[src/rtl/uart_txf_pkg.sv]
package uart_txf_pkg;

    typedef enum logic [1:0] {
        PH_IDLE = 2'd0,
        PH_BODY = 2'd1,
        PH_STOP = 2'd2
    } phase_e;

    typedef enum logic [1:0] {
        FR_DATA  = 2'd0,
        FR_FILL  = 2'd1,
        FR_BREAK = 2'd2
    } kind_e;

endpackage

[src/rtl/uart_txf_timing.sv]
module uart_txf_timing #(
    parameter int OS_HI = 16,
    parameter int OS_LO = 8,
    parameter int CNT_W = 6
) (
    input  logic             os8_i,
    input  logic [1:0]       stop_sel_i,
    output logic [CNT_W-1:0] bit_ticks_o,
    output logic [CNT_W-1:0] stop_ticks_o
);

    logic [CNT_W-1:0] bit_t;
    logic [CNT_W-1:0] half_t;

    assign bit_t  = os8_i ? CNT_W'(OS_LO) : CNT_W'(OS_HI);
    assign half_t = bit_t >> 1;

    always_comb begin
        unique case (stop_sel_i)
            2'b00:   stop_ticks_o = bit_t;
            2'b01:   stop_ticks_o = half_t;
            2'b10:   stop_ticks_o = bit_t << 1;
            default: stop_ticks_o = bit_t + half_t;
        endcase
    end

    assign bit_ticks_o = bit_t;

endmodule

[src/rtl/uart_txf_level.sv]
module uart_txf_level
    import uart_txf_pkg::*;
#(
    parameter int DATA_W = 8,
    parameter int SLOT_W = 4
) (
    input  phase_e            phase_i,
    input  kind_e             kind_i,
    input  logic [SLOT_W-1:0] slot_i,
    input  logic [DATA_W-1:0] data_i,
    output logic              level_o
);

    logic data_bit;

    // slot 0 is the start bit, slot k carries data bit k-1
    always_comb begin
        data_bit = 1'b0;
        for (int k = 0; k < DATA_W; k++) begin
            if (slot_i == SLOT_W'(k + 1)) data_bit = data_i[k];
        end
    end

    always_comb begin
        level_o = 1'b1;
        if (phase_i == PH_BODY) begin
            unique case (kind_i)
                FR_DATA:  level_o = (slot_i == '0) ? 1'b0 : data_bit;
                FR_FILL:  level_o = 1'b1;
                default:  level_o = 1'b0;
            endcase
        end
    end

endmodule

[src/rtl/uart_tx_framer.sv]
module uart_tx_framer
    import uart_txf_pkg::*;
#(
    parameter int DATA_W = 8,
    parameter int OS_HI  = 16,
    parameter int OS_LO  = 8
) (
    input  logic              clk,
    input  logic              rst_n,
    input  logic              tick_i,
    input  logic [DATA_W-1:0] data_i,
    input  logic              send_i,
    input  logic              idle_req_i,
    input  logic              brk_req_i,
    input  logic [1:0]        stop_sel_i,
    input  logic              os8_i,
    output logic              tx_o,
    output logic              busy_o
);

    localparam int CNT_W  = $clog2(2 * OS_HI + 1);
    localparam int SLOT_W = $clog2(DATA_W + 1);

    typedef struct packed {
        phase_e            phase;
        kind_e             kind;
        logic [DATA_W-1:0] data;
        logic [SLOT_W-1:0] slot;
        logic [CNT_W-1:0]  tcnt;
        logic [1:0]        stop_sel;
        logic              os8;
    } state_t;

    state_t s_d, s_q;

    logic             any_req;
    logic             accept;
    kind_e            req_kind;
    logic [CNT_W-1:0] bit_ticks;
    logic [CNT_W-1:0] stop_ticks;
    logic             level;

    uart_txf_timing #(
        .OS_HI (OS_HI),
        .OS_LO (OS_LO),
        .CNT_W (CNT_W)
    ) u_timing (
        .os8_i        (s_q.os8),
        .stop_sel_i   (s_q.stop_sel),
        .bit_ticks_o  (bit_ticks),
        .stop_ticks_o (stop_ticks)
    );

    uart_txf_level #(
        .DATA_W (DATA_W),
        .SLOT_W (SLOT_W)
    ) u_level (
        .phase_i (s_q.phase),
        .kind_i  (s_q.kind),
        .slot_i  (s_q.slot),
        .data_i  (s_q.data),
        .level_o (level)
    );

    assign any_req = send_i | idle_req_i | brk_req_i;
    assign accept  = (s_q.phase == PH_IDLE) && any_req;

    always_comb begin
        if (brk_req_i)       req_kind = FR_BREAK;
        else if (idle_req_i) req_kind = FR_FILL;
        else                 req_kind = FR_DATA;
    end

    always_comb begin
        s_d = s_q;
        unique case (s_q.phase)
            PH_IDLE: begin
                if (any_req) begin
                    s_d.phase    = PH_BODY;
                    s_d.kind     = req_kind;
                    s_d.data     = data_i;
                    s_d.slot     = '0;
                    s_d.tcnt     = '0;
                    s_d.stop_sel = stop_sel_i;
                    s_d.os8      = os8_i;
                end
            end
            PH_BODY: begin
                if (tick_i) begin
                    if (s_q.tcnt == bit_ticks - CNT_W'(1)) begin
                        s_d.tcnt = '0;
                        if (s_q.slot == SLOT_W'(DATA_W)) s_d.phase = PH_STOP;
                        else                             s_d.slot  = s_q.slot + SLOT_W'(1);
                    end else begin
                        s_d.tcnt = s_q.tcnt + CNT_W'(1);
                    end
                end
            end
            default: begin
                if (tick_i) begin
                    if (s_q.tcnt == stop_ticks - CNT_W'(1)) begin
                        s_d.phase = PH_IDLE;
                        s_d.tcnt  = '0;
                        s_d.slot  = '0;
                    end else begin
                        s_d.tcnt = s_q.tcnt + CNT_W'(1);
                    end
                end
            end
        endcase
    end

    always_ff @(posedge clk) begin
        if (!rst_n) begin
            s_q <= '{phase: PH_IDLE, kind: FR_DATA, data: '0, slot: '0,
                     tcnt: '0, stop_sel: 2'b00, os8: 1'b0};
        end else begin
            s_q <= s_d;
        end
    end

    assign tx_o   = level;
    assign busy_o = (s_q.phase != PH_IDLE);


    acc_busy_chk: assert property (@(posedge clk) disable iff (!rst_n)
        accept |=> busy_o);


    quiet_high_chk: assert property (@(posedge clk) disable iff (!rst_n)
        !busy_o |-> tx_o);


    drop_on_tick_chk: assert property (@(posedge clk) disable iff (!rst_n)
        $fell(busy_o) |-> $past(tick_i));


    frozen_byte_chk: assert property (@(posedge clk) disable iff (!rst_n)
        (busy_o && $past(busy_o)) |-> ($stable(s_q.data) && $stable(s_q.stop_sel) && $stable(s_q.os8)));


    bit_bound_chk: assert property (@(posedge clk) disable iff (!rst_n)
        (s_q.phase == PH_BODY) |-> (s_q.tcnt < bit_ticks));


    stop_bound_chk: assert property (@(posedge clk) disable iff (!rst_n)
        (s_q.phase == PH_STOP) |-> (s_q.tcnt < stop_ticks && tx_o));


    hold_no_tick_chk: assert property (@(posedge clk) disable iff (!rst_n)
        (busy_o && !tick_i) |=> $stable(s_q.tcnt));

endmodule

[config.mk]
export PLATFORM = sky130hd
export DESIGN_NAME = uart_tx_framer
export DESIGN_NICKNAME = d
export VERILOG_FILES = /design/src/rtl/uart_txf_pkg.sv /design/src/rtl/uart_txf_timing.sv /design/src/rtl/uart_txf_level.sv /design/src/rtl/uart_tx_framer.sv
export SDC_FILE = /design/constraint.sdc
export NUM_CORES = 1
export LEC_CHECK = 0
export BUFFER_PORTS_ARGS = -buffer_cell sky130_fd_sc_hd__buf_2
export CAP_MARGIN = 25
export CORE_MARGIN = 2
export CORE_UTILIZATION = 56
export CTS_CLUSTER_SIZE = 16
export DETAILED_ROUTE_END_ITERATION = 10
export PLACE_DENSITY = 0.78
export SETUP_SLACK_MARGIN = 0.1
export SYNTH_ARGS = -nofsm -noshare
export SYNTH_HDL_FRONTEND = slang
export SYNTH_SLANG_ARGS = --single-unit
export TNS_END_PERCENT = 5
[constraint.sdc]
create_clock -name clk -period 2.5 [get_ports clk]
set_input_delay 0.375 -clock clk [delete_from_list [all_inputs] [get_ports clk]]
set_output_delay 0.375 -clock clk [all_outputs]
set_load 0.005 [all_outputs]
==> results.yml, run 1 <==
sta:
  finClkSkew_ns: 0.00230
  setup_viol: 0
  maxSlewViolCount: 0
  fmax_ghz: 0.437
  worst_pin_slew_ns: 0.513
  hold_viol: 0
  rsz0062_at_grt: "true"
  relSlewSlack: 0.657
  period_share: 0.916
  timing.hold.ws_ns: 0.264
  period_needed_ns: 2.29
  setup-tns-final_ns: 0
logic_synthesis:
  syn-mean-instance-area_um2: 7.88
  ys_ff_latch: 25
  synthesis.nets: 202
  postSynthCellCount: 179
  netlist_area_um2: 1410
  synth.distinct_cells: 38
  ys_warn_count: 0
  ys_seq_area_frac: 0.355
  synth_edf_count: 0
  async_reset_ff_frac: 0
  synth_ff_type: "dfxtp_1"
routing:
  wirelength_um: 3090
  vias_per_cell: 5.66
  dr.pass1.iters: 4
  wl_per_cell_um: 13.8
  ant_nets: 0
  drc: 0
  num_vias: 1268
  drt_iter0_markers: 37
worst_setup_path:
  path_class: "flip-flop to primary output"
  critPathLaunchType: "flip-flop"
  path_cells: "inv_1 -> ha_2 -> nand3b_1 -> a311oi_2 -> o21ai_1 -> o211ai_1 -> a21oi_1 -> o21ai_1 -> buf_2"
  critPathMaxFanout: 5
  path_buf_inv: 2
  cpMostUsedCell: "o21ai_1"
  max_stage_delay_ns: 0.39
  cp_slowest_cell: "dfxtp_4"
  critPathArrivalTime_ns: 1.91
  path_delay_family: "compound AO/OA/AOI/OAI gates"
  required_ns: 2.12
  end_kind: "primary output"
floorplanning:
  die_h_um: 54.2
  fp-row-count: 18
  die_x_um: 54.2
  start_util: 0.580
  coreArea_um2: 2430
  ioPinCount: 19
  dieArea_um2: 2940
cts:
  cts-root-buf: "clkbuf_4"
  cts_sinks: 25
  clockBufferDepth: 2
  cts.htree.levels: 1
  clk_latency_ns: 0.32
  cts_made_buffers: 3
  clk_pin_slew_ns: 0.14
  cts_tree: "done"
  cts_setup_buffers: 0
  ctsHoldBuffers: 0
layout:
  largest_reg_flops: 25
  top_register: "s_q"
  antenna_cells: 0
  stdcell_area_um2: 1570
  fin_nets: 218
  mostFrequentLayoutCell: "nand2_1"
  drive_gt1_frac: 0.186
  finalNonFillerCells: 224
  reg_top3: "s_q: 25 flops"
  mostFrequentLayoutCells: "42 x nand2_1, 22 x dfxtp_1, 18 x buf_2, 17 x a21oi_1, 12 x nand3_1"
  area_delta_synth_final_pct: 11.4
global_route:
  grt_usage: 0.215
  grt_first_pass_wirelength_um: 4530
  grt_overflow: 0
  first_global_vias: 1028
  antenna_found_initial: 0
  grt_max_degree: 15
place:
  placed_area_um2: 1510
  placement.io_buffers: 18
  dpl.cell_count: 220
  dpl.hpwl_um: 2300
  routabilityCongestion: 0.806
power_and_ir_drop:
  p_sw_frac: 0.299
  p_per_area_nw_per_um2: 487
  pwr-share-seq: 0.574
  leakage_uw: 0.000609
  power_frac_comb: 0.182
  p_sw_uw: 229
  vdd_drop_max_v: 0.000453
  fin_total_pwr_uw: 764
  internal-power_uw: 536
  p_clk_frac: 0.243
status:
  status: "complete, no violations"
hold_path:
  hold_path_class: "input port to flip-flop"
job:
  maxCapViolCount: 0
==> worst paths after layout <==
| path | to | startpoint | depth (start not counted) | slack [ns] |
|---|---|---|---|---|
| worst max-delay path | tx_o | s_q[10]$_SDFFE_PN0P_ | 9 | 0.21 |
| worst min register to register | s_q[15]$_SDFFE_PN0P_ | s_q[15]$_SDFFE_PN0P_ | 2 | 0.47 |
| worst min-delay path | s_q[15]$_SDFFE_PN0P_ | data_i[2] | 3 | 0.26 |
| worst max register to register | s_q[12]$_SDFFE_PN0P_ | s_q[0]$_SDFFE_PN0P_ | 9 | 0.25 |
==> through the flow <==
step	utilization	setup slack, ns
4_1_cts	0.633	0.125
5_1_grt	0.646	0.101
3_5_place_dp	0.621	0.190
3_3_place_gp	0.621	0.327
2_1_floorplan	-	0.399
6_report	0.646	0.210
==> area by class of cell <==
type | count | area, um^2
flip-flops and latches | 25 | 509
clock buffers | 3 | 22.5
clock inverters | 1 | 5.00
inverters | 6 | 22.5
multi-input cells | 140 | 876
well taps | 30 | 37.5
repair buffers | 19 | 97.6
fillers | 221 | 862
==> power groups by stage <==
stage,combinational [uW],sequential [uW],clock (uW)
5_1_grt,154,442,200
4_1_cts,137,439,187
6_report,139,439,186
2_1_floorplan,103,438,0
3_5_place_dp,136,448,0
3_3_place_gp,131,445,0
==> cell usage after synthesis (all sizes together), types with 3 or more instances <==
cell type,n,area [um^2]
clkbuf,5,18.8
xor2,4,35.0
nand2,42,158
buf,3,15.0
inv,6,22.5
o21ai,9,45.0
nand2b,3,18.8
nand3,13,70.1
nand3b,4,30.0
dfxtp,25,500
nor2b,5,31.3
a21boi,7,52.6
a21oi,18,101
ha,6,75.1
xnor2,3,26.3
nor2,6,25.0
==> tightest hold or removal path, delay by kind of cell <==
family / cells / cell delay, ns
and+or+nand+nor: 1 / 0.04
AOI/OAI and AO/OA: 1 / 0.05
buffers and inverters: 1 / 0.09
==> logic make-up after synthesis <==
kind of cell,after synthesis,share of synthesized area
fa+ha+maj,6,0.0532
mux,1,0.00710
buf+inv,14,0.0399
flops,25,0.355
compound gates,43,0.207
xor+xnor,7,0.0435
simple gates,83,0.295
==> per-layer routing <==
metal / part of all wire / wire [um] / GRT usage
met3: 0.049 / 151 / 0.0333
met2: 0.49 / 1520 / 0.359
met5: 0 / 0 / 0
met4: 0.010 / 31 / 0.0625
met1: 0.45 / 1380 / 0.285
==> timing repair <==
item / 4_1_cts / 5_1_grt
resized for setup: 1 / 11
setup endpoints to repair: 1 / 2
pin swaps: 0 / 4
No activity file was read; power rests on OpenSTA's default activity.
==> inputs of run 2 (changes only) <==
--- a/config.mk
+++ b/config.mk
@@ -5,6 +5,7 @@
 export SDC_FILE = /design/constraint.sdc
 export NUM_CORES = 1
 export LEC_CHECK = 0
+export ABC_AREA = 1
 export BUFFER_PORTS_ARGS = -buffer_cell sky130_fd_sc_hd__buf_2
 export CAP_MARGIN = 25
 export CORE_MARGIN = 2
==> results.yml, run 2 <==
routing:
  wirelength_um: 2950
  drt_iter0_markers: 25
  drc: 0
  vias_per_cell: 5.21
  num_vias: 1361
  wl_per_cell_um: 11.3
  dr.pass1.iters: 4
  ant_nets: 0
floorplanning:
  coreArea_um2: 2450
  die_x_um: 54.7
  ioPinCount: 19
  dieArea_um2: 2990
  start_util: 0.587
  fp-row-count: 18
  die_h_um: 54.7
worst_setup_path:
  path_buf_inv: 2
  critPathMaxFanout: 4
  path_class: "flip-flop to primary output"
  critPathArrivalTime_ns: 1.74
  worst-path-stages: 9
  end_kind: "primary output"
  cpMostUsedCell: "nand3_1"
  path_cells: "inv_1 -> ha_1 -> a21oi_1 -> a22oi_1 -> o21ai_0 -> nand2_1 -> nand3_1 -> nand3_1 -> buf_2"
  cp_slowest_cell: "dfxtp_1"
  max_stage_delay_ns: 0.40
  path_delay_family: "flip-flops"
  critPathLaunchType: "flip-flop"
  required_ns: 2.12
  reg2reg_depth: 14
sta:
  rsz0062_at_grt: "false"
  period_needed_ns: 2.12
  worst_pin_slew_ns: 0.287
  relSlewSlack: 0.808
  maxSlewViolCount: 0
  setup-tns-final_ns: 0
  fmax_ghz: 0.472
  setup_viol: 0
  period_share: 0.847
  hold_viol: 0
  finClkSkew_ns: 0.000614
hold_path:
  hold_path_class: "input port to flip-flop"
  holdPathStages: 3
layout:
  fin_util: 0.641
  stdcell_area_um2: 1570
  area_delta_synth_final_pct: 9.30
  drive_gt1_frac: 0.152
  seq_area_um2: 500
  multiInputGateArea_um2: 837
  reg_top3: "s_q: 25 flops"
  top_register: "s_q"
  largest_reg_flops: 25
  antenna_cells: 0
  nFillCells: 235
  mostFrequentLayoutCells: "49 x nand2_1, 40 x nor2_1, 25 x dfxtp_1, 20 x inv_1, 18 x buf_2"
  mostFrequentLayoutCell: "nand2_1"
  fin_nets: 255
logic_synthesis:
  synth_ff_type: "dfxtp_1"
  synthesis.nets: 237
  ys_warn_count: 0
  ys_seq_area_frac: 0.348
  async_reset_ff_frac: 0
  postSynthCellCount: 214
  syn-mean-instance-area_um2: 6.73
  netlist_area_um2: 1440
  synth_top_cell_by_area: "dfxtp_1"
  synth_top_cell_area_share: 0.348
  ys_ff_latch: 25
  synth_commonest_cells: "49 x nand2_1, 40 x nor2_1, 25 x dfxtp_1"
  synth.distinct_cells: 28
  synth_edf_count: 0
  yosysMostFrequentCell: "nand2_1"
  synthTopCellsByArea: "dfxtp_1 35%, nand2_1 13%, nor2_1 10%"
global_route:
  grt_max_degree: 20
  first_global_vias: 1252
  grt_overflow: 0
  grt_usage: 0.224
  grt_first_pass_wirelength_um: 4890
  antenna_found_initial: 0
cts:
  clockBufferDepth: 2
  cts_made_buffers: 3
  cts_setup_buffers: 0
  cts-resized-gates: 0
  cts.htree.levels: 1
  clk_pin_slew_ns: 0.13
  cts_tree: "done"
  cts-root-buf: "clkbuf_4"
  cts_sinks: 25
  clk_latency_ns: 0.30
  ctsHoldBuffers: 0
status:
  status: "complete, no violations"
place:
  placement.io_buffers: 18
  placed_area_um2: 1550
  dpl.hpwl_um: 2310
  routabilityCongestion: 0.876
power_and_ir_drop:
  leakage_uw: 0.000708
  fin_total_pwr_uw: 831
  vdd_drop_max_v: 0.000442
  p_per_area_nw_per_um2: 528
job:
  maxCapViolCount: 0
[run 2: cell count changes after synthesis, moves of 3 or more]
cell,before,now
o21ai_0,9,15
a21oi_1,17,14
nand2_1,42,49
a21boi_0,6,1
nand4_1,1,4
nand2_2,0,3
inv_1,6,20
nand3b_1,4,1
xnor2_1,3,0
nor2b_1,5,0
nor2_1,5,40
nand2b_1,3,0
[run 2: area by class of cell]
type | count | share of cell area
tap | 30 | 0.0238
multi-input combinational | 162 | 0.532
inverter | 22 | 0.0525
clock buffer | 4 | 0.0167
timing repair buffer | 18 | 0.0572
sequential | 25 | 0.318
[run 2: routing by layer]
metal  part of all wire  vias up  track usage
met5                  0        -            0
met4              0.011        0       0.0792
met3              0.016        4       0.0301
met2               0.54       13        0.444
met1               0.44      622        0.234
li1                   -      722            -
[run 2: kinds of logic (layout without fill, tap and decap cells)]
logic type	count (synthesis)	count (layout)	synth area share
and+or+nand+nor	118	118	0.371
AOI/OAI and AO/OA	35	35	0.140
buffers and inverters	27	44	0.0712
DFF	25	25	0.348
adders and majority gates	6	6	0.0521
xor gates and xnor gates	3	3	0.0182
[run 2: worst paths after layout]
path | startpoint | slack, ns | to
hold reg to reg | s_q[22]$_SDFFE_PN0P_ | 0.49 | s_q[22]$_SDFFE_PN0P_
setup reg to reg | s_q[1]$_SDFFE_PN0P_ | 0.54 | s_q[9]$_SDFFE_PN0P_
setup / recovery | s_q[10]$_SDFFE_PN0P_ | 0.38 | tx_o
hold / removal | data_i[6] | 0.32 | s_q[19]$_SDFFE_PN0P_
[run 2: worst reg2reg max path: cells and delay by family (launching register included)]
family | cells | cell delay [ns]
AOI/OAI and AO/OA | 1 | 0.08
and+or+nand+nor | 10 | 0.92
adders and majority gates | 1 | 0.30
DFF | 1 | 0.47
buffers and inverters | 2 | 0.13
[run 2: through the flow]
stage	instances	hold slack (ns)	setup slack, ns
2_1_floorplan	214	0.443	0.802
3_3_place_gp	257	0.460	0.706
3_5_place_dp	257	0.469	0.580
4_1_cts	261	0.316	0.357
5_1_grt	261	0.338	0.233
6_report	261	0.317	0.382
[run 2: where the power goes]
| group | switching (uW) | total, uW | internal, uW |
|---|---|---|---|
| Clock | 110 | 172 | 62.1 |
| Combinational | 128 | 206 | 77.9 |
| Sequential | 24.6 | 452 | 428 |
| Total | 263 | 831 | 568 |
==> inputs of run 3 (changes only) <==
--- a/config.mk
+++ b/config.mk
@@ -5,7 +5,7 @@
 export SDC_FILE = /design/constraint.sdc
 export NUM_CORES = 1
 export LEC_CHECK = 0
-export ABC_AREA = 1
+export ABC_AREA = 0
 export BUFFER_PORTS_ARGS = -buffer_cell sky130_fd_sc_hd__buf_2
 export CAP_MARGIN = 25
 export CORE_MARGIN = 2
==> constraint.sdc (replaced) <==
create_clock -name clk -period 2 [get_ports clk]
set_input_delay 0.3 -clock clk [delete_from_list [all_inputs] [get_ports clk]]
set_output_delay 0.3 -clock clk [all_outputs]
set_load 0.005 [all_outputs]
==> results.yml, run 3 (synthesized netlist as in run 1, its figures left out) <==
status:
  status: "complete, but fails checks"
  failed_checks: "negative setup slack"
sta:
  rsz0062_at_grt: "true"
  finClkSkew_ns: 0.0177
  period_share: 1.09
  worst_pin_slew_ns: 0.476
  fin_ws_ns: -0.181
  relSlewSlack: 0.682
  maxSlewViolCount: 0
  period_needed_ns: 2.18
  fmax_ghz: 0.458
  timing.hold.ws_ns: 0.195
  setup_viol: 2
  hold_viol: 0
routing:
  drc: 0
  wl_met2_um: 1640
  routed-wl-met3_um: 163
  vias_per_cell: 5.82
  num_vias: 1345
  wirelength_um: 3270
  drt-met1-wl_um: 1470
  drt_iter0_markers: 45
  top_layer: "met3"
  ant_nets: 0
  wl_per_cell_um: 14.2
  dr.pass1.iters: 7
floorplanning:
  fp-row-count: 18
  die_h_um: 54.2
  start_util: 0.580
  dieArea_um2: 2940
  die_x_um: 54.2
  ioPinCount: 19
  coreArea_um2: 2430
worst_setup_path:
  critPathLaunchType: "flip-flop"
  critPathArrivalTime_ns: 1.88
  critPathMaxFanout: 3
  end_kind: "primary output"
  path_cells: "inv_2 -> ha_4 -> nand3b_1 -> a311oi_2 -> o21ai_1 -> o211ai_1 -> a21oi_1 -> o21ai_1 -> buf_2"
  cp_slowest_cell: "dfxtp_2"
  max_stage_delay_ns: 0.39
  path_buf_inv: 2
  path_delay_family: "compound AO/OA/AOI/OAI gates"
  required_ns: 1.70
  worstSetupStartpoint: "s_q[10]$_SDFFE_PN0P_"
  cpMostUsedCell: "o21ai_1"
  reg2reg_from: "s_q[0]$_SDFFE_PN0P_"
  path_class: "flip-flop to primary output"
layout:
  mostFrequentLayoutCells: "41 x nand2_1, 20 x dfxtp_1, 18 x buf_2, 16 x a21oi_1, 10 x nand3_1"
  drive_gt1_frac: 0.274
  mostFrequentLayoutCell: "nand2_1"
  antenna_cells: 0
  stdcell_area_um2: 1680
  top_register: "s_q"
  largest_reg_flops: 25
  nFillCells: 198
  fin_nets: 225
  area_delta_synth_final_pct: 19.0
  reg_top3: "s_q: 25 flops"
global_route:
  grt_max_degree: 15
  first_global_vias: 1138
  grt_first_pass_wirelength_um: 4960
  grt_overflow: 0
  antenna_found_initial: 0
  grt_usage: 0.232
power_and_ir_drop:
  fin_total_pwr_uw: 993
  leakage_uw: 0.000656
  vdd_drop_max_v: 0.000427
  p_per_area_nw_per_um2: 592
cts:
  cts_tree: "done"
  cts_sinks: 25
  cts_made_buffers: 3
  cts-root-buf: "clkbuf_4"
  clk_latency_ns: 0.32
  clockBufferDepth: 2
  clk_pin_slew_ns: 0.15
  cts.htree.levels: 1
  ctsHoldBuffers: 0
place:
  placement.io_buffers: 18
  placed_area_um2: 1560
  dp_slack_ns: -0.0514
  routabilityCongestion: 0.762
  dpl.hpwl_um: 2330
job:
  maxCapViolCount: 0
hold_path:
  hold_start: "data_i[1]"
  hold_path_class: "input port to flip-flop"
[run 3: changes by cell type in the layout (fill, tap and decap cells not counted), sizes merged, moves of 5 or more]
cell,before,now
nor2b,0,5
nand2,53,42
buf,18,26
inv,22,6
a21boi,1,7
nor2,43,6
o21ai,16,9
[run 3: power breakdown]
| group | total (uW) | internal [uW] | switching, uW |
|---|---|---|---|
| registers | 551 | 525 | 25.4 |
| logic | 213 | 94.7 | 118 |
| clock network | 229 | 74.8 | 155 |
| total | 993 | 695 | 298 |
[run 3: final cells by class]
type	count	area, um^2	share of cell area
clock buffers	3	22.5	0.0134
clock inverters	1	5.00	0.00298
inverters	6	22.5	0.0134
multi-input cells	140	923	0.550
flip-flops and latches	25	509	0.304
well taps	30	37.5	0.0224
repair buffers	26	158	0.0940
[run 3: stage by stage]
step / instances / setup TNS (ns) / util
floorplan: 179 / -0.0783 / -
global placement: 225 / 0 / 0.642
detailed placement: 225 / -0.187 / 0.642
CTS: 231 / -0.202 / 0.672
global route: 231 / -0.673 / 0.690
finish: 231 / -0.234 / 0.690
[run 3: metal layers]
metal | track usage | vias up
met3 | 0.0333 | 0
met2 | 0.384 | 41
li1 | - | 664
met4 | 0.0625 | 0
met1 | 0.312 | 640
met5 | 0 | -
[run 3: worst paths after layout]
check                         end  slack [ns]  cells after the start
max                          tx_o       -0.18                      9
min          s_q[14]$_SDFFE_PN0P_        0.20                      3
max reg2reg  s_q[12]$_SDFFE_PN0P_       -0.05                      9
min reg2reg  s_q[22]$_SDFFE_PN0P_        0.47                      2
[run 3: worst min-delay path, stage by stage]
cell and delay (ns):
buf_2 0.09, nand2_1 0.05, a21oi_1 0.05
[run 3: what timing repair did]
action / 4_1_cts / 5_1_grt
setup buffers: 2 / 0
gates resized for setup: 15 / 14
pin swaps: 7 / 12
setup endpoints to repair: 10 / 13
gates cloned: 0 / 0
